File: config.mk
export PLATFORM = sky130hd
export DESIGN_NAME = ijl_unit
export DESIGN_NICKNAME = d
export VERILOG_FILES = /design/src/rtl/ijl_pkg.sv /design/src/rtl/ijl_decode.sv /design/src/rtl/ijl_target.sv /design/src/rtl/ijl_ras.sv /design/src/rtl/ijl_unit.sv
export SDC_FILE = /design/constraint.sdc
export NUM_CORES = 1
export LEC_CHECK = 0
export BUFFER_PORTS_ARGS = -buffer_cell sky130_fd_sc_hd__buf_2
export CAP_MARGIN = 30
export CORE_UTILIZATION = 40
export CTS_BUF_LIST = sky130_fd_sc_hd__clkbuf_4
export DETAILED_ROUTE_END_ITERATION = 10
export SETUP_SLACK_MARGIN = 0.5
export SYNTH_ARGS = -nofsm -noshare
export SYNTH_HDL_FRONTEND = slang
export SYNTH_HIERARCHICAL = 1
export SYNTH_SLANG_ARGS = --single-unit
File: constraint.sdc
create_clock -name clk -period 5 [get_ports clk]
set_clock_uncertainty 0.2 [all_clocks]
set_input_delay 0.5 -clock clk [delete_from_list [all_inputs] [get_ports clk]]
set_output_delay 0.5 -clock clk [all_outputs]
set_load 0.005 [all_outputs]
File: src/rtl/ijl_pkg.sv
package ijl_pkg;
  typedef enum logic [1:0] {
    OP_JI    = 2'd0,
    OP_JLI   = 2'd1,
    OP_CALLI = 2'd2,
    OP_RSVD  = 2'd3
  } ijl_op_e;
endpackage

File: src/rtl/ijl_decode.sv
module ijl_decode
  import ijl_pkg::*;
(
  input  logic       op_valid,
  input  logic [1:0] op_kind,
  output logic       fire_any,
  output logic       fire_link,
  output logic       fire_call
);
  ijl_op_e kind;

  always_comb begin
    kind      = ijl_op_e'(op_kind);
    fire_any  = 1'b0;
    fire_link = 1'b0;
    fire_call = 1'b0;
    if (op_valid) begin
      unique case (kind)
        OP_JI:    fire_any = 1'b1;
        OP_JLI:   begin fire_any = 1'b1; fire_link = 1'b1; end
        OP_CALLI: begin fire_any = 1'b1; fire_call = 1'b1; end
        default:  fire_any = 1'b0;
      endcase
    end
  end
endmodule

File: src/rtl/ijl_target.sv
module ijl_target #(
  parameter int AW         = 32,
  parameter int INSN_BYTES = 4
) (
  input  logic [AW-1:0] src_addr,
  input  logic [AW-1:0] cur_pc,
  output logic [AW-1:0] target,
  output logic [AW-1:0] next_pc
);
  localparam logic [AW-1:0] STEP = AW'(INSN_BYTES);

  always_comb begin
    target  = {src_addr[AW-1:1], 1'b0};
    next_pc = cur_pc + STEP;
  end
endmodule

File: src/rtl/ijl_ras.sv
module ijl_ras #(
  parameter int AW    = 32,
  parameter int DEPTH = 8
) (
  input  logic          clk,
  input  logic          rst,
  input  logic          push,
  input  logic          pop,
  input  logic [AW-1:0] push_data,
  output logic [AW-1:0] top,
  output logic          empty,
  output logic          overflow
);
  localparam int IW = (DEPTH > 1) ? $clog2(DEPTH) : 1;
  localparam int CW = $clog2(DEPTH + 1);
  localparam logic [CW-1:0] FULL_CNT = CW'(DEPTH);

  logic [AW-1:0] mem [DEPTH];
  logic [CW-1:0] count;
  logic [CW-1:0] count_m1;
  logic          full;
  logic          pop_eff;
  logic          replace;
  logic          wr_en;
  logic [IW-1:0] wr_idx;

  always_comb begin
    full     = (count == FULL_CNT);
    empty    = (count == '0);
    count_m1 = count - 1'b1;
    pop_eff  = pop && !empty;
    replace  = push && pop_eff;
    wr_en    = push && (replace || !full);
    wr_idx   = replace ? count_m1[IW-1:0] : count[IW-1:0];
    overflow = push && full && !pop_eff;
    top      = empty ? '0 : mem[count_m1[IW-1:0]];
  end

  always_ff @(posedge clk) begin
    if (wr_en) mem[wr_idx] <= push_data;
  end

  always_ff @(posedge clk) begin
    if (rst) begin
      count <= '0;
    end else if (replace) begin
      count <= count;
    end else if (wr_en) begin
      count <= count + 1'b1;
    end else if (pop_eff) begin
      count <= count_m1;
    end
  end
endmodule

File: src/rtl/ijl_unit.sv
module ijl_unit #(
  parameter int AW         = 32,
  parameter int RAS_DEPTH  = 8,
  parameter int REG_IDX_W  = 4,
  parameter int LINK_REG   = 11,
  parameter int INSN_BYTES = 4
) (
  input  logic                 clk,
  input  logic                 rst,
  input  logic                 op_valid,
  input  logic [1:0]           op_kind,
  input  logic [AW-1:0]        src_addr,
  input  logic [AW-1:0]        cur_pc,
  input  logic                 ret_pop,
  output logic                 redirect,
  output logic [AW-1:0]        redirect_pc,
  output logic                 link_we,
  output logic [REG_IDX_W-1:0] link_reg,
  output logic [AW-1:0]        link_data,
  output logic                 call_req,
  output logic [AW-1:0]        call_ret,
  output logic [AW-1:0]        ras_top,
  output logic                 ras_empty,
  output logic                 ras_overflow
);
  logic          fire_any;
  logic          fire_link;
  logic          fire_call;
  logic [AW-1:0] target;
  logic [AW-1:0] next_pc;

  ijl_decode u_dec (
    .op_valid (op_valid),
    .op_kind  (op_kind),
    .fire_any (fire_any),
    .fire_link(fire_link),
    .fire_call(fire_call)
  );

  ijl_target #(.AW(AW), .INSN_BYTES(INSN_BYTES)) u_tgt (
    .src_addr(src_addr),
    .cur_pc  (cur_pc),
    .target  (target),
    .next_pc (next_pc)
  );

  ijl_ras #(.AW(AW), .DEPTH(RAS_DEPTH)) u_ras (
    .clk      (clk),
    .rst      (rst),
    .push     (fire_call),
    .pop      (ret_pop),
    .push_data(next_pc),
    .top      (ras_top),
    .empty    (ras_empty),
    .overflow (ras_overflow)
  );

  always_comb begin
    redirect    = fire_any;
    redirect_pc = fire_any ? target : '0;
    link_we     = fire_link;
    link_reg    = REG_IDX_W'(LINK_REG);
    link_data   = next_pc;
    call_req    = fire_call;
    call_ret    = next_pc;
  end
endmodule

==> results.sh <==
export IMPL_endpoint_kind="output pin"
export IMPL_synth_top_cell_by_area="edfxtp_1"
export IMPL_timing_setup_critical_path_class="flop to output pin"
export IMPL_wl_mm=26.1
export IMPL_syn_inst=711
export IMPL_dp_hpwl_mm=16.1
export IMPL_cts_resized=0
export IMPL_fin_nets=985
export IMPL_grt_pass1_vias=6853
export IMPL_pwr_share_comb=0.390
export IMPL_maxCapViolCount=0
export IMPL_pwr_share_seq=0.363
export IMPL_yosysMostFrequentCell="edfxtp_1"
export IMPL_rr_endpoint="u_ras/mem[2][14]$_DFFE_PP_"
export IMPL_crit_path_start_kind="flop"
export IMPL_synth_enable_flop_cells=256
export IMPL_switching_share=0.340
export IMPL_tightest_slew_ps=974
export IMPL_gr_usage_met2=0.299
export IMPL_powerDensity_nw_per_um2=517
export IMPL_yosys_register_bits=260
export IMPL_ys_warn_count=6
export IMPL_hold_viol=0
export IMPL_synth_distinct_cells=54
export IMPL_cp_arrival_ps=3190
export IMPL_fillers=2572
export IMPL_maxSlewViolCount=0
export IMPL_synthTopCellsByCount="edfxtp_1, buf_4, nand2_1, mux4_2, a21oi_1"
export IMPL_route_vias_total=6767
export IMPL_drt_iter0_markers=370
export IMPL_die_y_um=173
export IMPL_grtUsageTotal=0.176
export IMPL_rr_startpoint="u_ras/count[1]$_SDFFE_PP0P_"
export IMPL_numCtsBuffers=67
export IMPL_hp_start="ret_pop"
export IMPL_clock_fmax_mhz=257
export IMPL_grt_pass1_wl_mm=39.5
export IMPL_critPathRequiredTime_ps=4300
export IMPL_synth_top_area_frac=0.658
export IMPL_total_power_mw=7.02
export IMPL_power_frac_clock=0.248
export IMPL_synthArstFlopShare=0
export IMPL_gr_usage_met3=0.0405
export IMPL_place_congestion=0.756
export IMPL_use_met1=0.220
export IMPL_syn_cell_area_sq_um=11700
export IMPL_numPortBuffers=200
export IMPL_die_area_sq_um=29900
export IMPL_first_pass_iters=5
export IMPL_final_cells=1339
export IMPL_p_int_mw=4.64
export IMPL_synth_seq_area_share=0.665
export IMPL_post_drt_wl_per_cell_um=19.5
export IMPL_rsz0062_at_grt="false"
export IMPL_fp_row_count=62
export IMPL_ios=207
export IMPL_min_path_cells=3
export IMPL_stdcell_area_sq_um=13600
export IMPL_antenna_found_initial=1
export IMPL_ys_top_cells_by_area="edfxtp_1, mux4_2, buf_4, nand2_1, and2_2"
export IMPL_drc=0
export IMPL_finalSetupViolCount=0
export IMPL_min_period_ps=3890
export IMPL_switchingPower_mw=2.39
export IMPL_setup_tns_ps=0
export IMPL_die_w_um=173
export IMPL_grt_start_max_net_pins=46
export IMPL_hold_class="primary input to flop"
export IMPL_overflow=0
export IMPL_fin_crit_sh=0.778
export IMPL_cts_htree_levels=3
export IMPL_outcome="finished clean"
export IMPL_rrSetupSlack_ps=2010
export IMPL_clkSinkCount=260
export IMPL_top_usage_layer="met2"
export IMPL_clk_pin_slew_ps=60
export IMPL_avgSynthCellArea_sq_um=16.4
export IMPL_slew_headroom=0.346
export IMPL_place_ws_ps=1240
export IMPL_vias_per_cell=5.05
export IMPL_post_place_cells=1222
export IMPL_area_growth_syn_to_layout_pct=16.2
export IMPL_initial_core_util=0.407
export IMPL_cts_root_buffer="clkbuf_4"
export IMPL_max_clock_path_buffers=3
export IMPL_placed_cell_area_sq_um=12700
export IMPL_clock_latency_ps=620
export IMPL_drive_gt1_frac=0.474
export IMPL_ant_nets=0
export IMPL_cts_tree="built"
export IMPL_cp_max_fo=40
export IMPL_ff2ff_path_depth=8
export IMPL_postCtsSetupBuffers=0
export IMPL_coreArea_sq_um=28700
export IMPL_worst_slack_ps=1110
export IMPL_max_vdd_ir_drop_uv=397
export IMPL_min_to="u_ras/count[2]$_SDFFE_PP0P_"
export IMPL_leakagePower_nw=4.92
export IMPL_synth_flop_cell="edfxtp_1"
## layer usage
layer	vias up	part of all wire
met1	3373	0.40
met3	25	0.072
met2	287	0.51
li1	3082	-
met4	0	0.016
met5	-	0
## power groups by stage
stage / Clock [mW] / Sequential [mW] / Combinational [mW]
after detailed placement: 0 / 2.59 / 2.79
after global placement: 0 / 2.59 / 2.79
final: 1.74 / 2.55 / 2.74
after global routing: 1.92 / 2.55 / 2.98
after floorplan: 0 / 2.57 / 1.92
after CTS: 1.80 / 2.55 / 2.81
## flip-flops by register name (all words and copies together), names as in the netlist
signal / cells
u_ras/mem: 256
u_ras/count: 4
## critical path, cell delays in order (launching register included)
cell	delay (ps)
dfxtp_4	340
buf_4	590
buf_4	660
mux4_2	600
nand2_1	80
a21oi_1	120
buf_2	150
## cell families (layout without fill, tap and decap cells)
| kind of cell | Yosys count | count (layout) | synth area share |
|---|---|---|---|
| other | 3 | 7 | 0.000964 |
| XOR/XNOR | 32 | 32 | 0.0253 |
| multiplexers | 69 | 69 | 0.128 |
| buffers and inverters | 112 | 352 | 0.0680 |
| AO/OA/AOI/OAI | 53 | 53 | 0.0259 |
| adder cells (fa/ha/maj) | 3 | 3 | 0.00321 |
| flip-flops | 260 | 260 | 0.665 |
| AND/OR/NAND/NOR | 179 | 179 | 0.0841 |
## metrics by stage
step	hold slack, ps	utilization
after detailed placement	369	0.443
final	152	0.473
after global routing	150	0.473
after floorplan	309	-
after global placement	362	0.443
after CTS	86.6	0.472
## cell type report
cell class,instances,area (sq um),share of cell area
diodes,2,5.00,0.000368
clock buffers,91,683,0.0503
clock inverters,19,130,0.00958
inverters,7,26.3,0.00193
multi-input cells,341,3210,0.236
flip-flops and latches,260,7770,0.572
well taps,384,480,0.0354
repair buffers,235,1270,0.0939
## how the worst max path moves through the flow
stage	depth (start not counted)	startpoint	endpoint	slack (ps)
6_report	6	u_ras/count[0]$_SDFFE_PP0P_	ras_top[17]	1110
5_1_grt	6	u_ras/count[0]$_SDFFE_PP0P_	ras_top[16]	770
4_1_cts	6	u_ras/count[0]$_SDFFE_PP0P_	ras_top[16]	950
3_5_place_dp	6	cur_pc[2]	call_ret[29]	1240
3_3_place_gp	6	cur_pc[2]	call_ret[29]	1340
2_1_floorplan	9	u_ras/count[0]$_SDFFE_PP0P_	u_ras/mem[2][0]$_DFFE_PP_	470
## what timing repair did
item | 4_1_cts | 5_1_grt
hold endpoints to repair | 19 | 0
endpoints found under the setup margin | 0 | 0
hold buffers | 3 | 0
## layout by cell type (no fill, tap or decap), types with 4 or more instances in the layout
| cell type | synthesis | final |
|---|---|---|
| a21oi_1 | 36 | 36 |
| and2_2 | 32 | 32 |
| buf_2 | 11 | 200 |
| buf_4 | 77 | 31 |
| clkbuf_4 | 0 | 91 |
| clkinv_1 | 0 | 12 |
| conb_1 | 3 | 5 |
| edfxtp_1 | 256 | 256 |
| inv_1 | 6 | 6 |
| mux4_2 | 64 | 64 |
| nand2_1 | 77 | 77 |
| nand3_1 | 13 | 13 |
| nand4_1 | 9 | 9 |
| nor2_1 | 12 | 12 |
| nor3_2 | 0 | 8 |
| o21ai_0 | 4 | 4 |
| xnor2_1 | 21 | 21 |
| xor2_1 | 9 | 9 |
(Power assumes the default switching activity.)
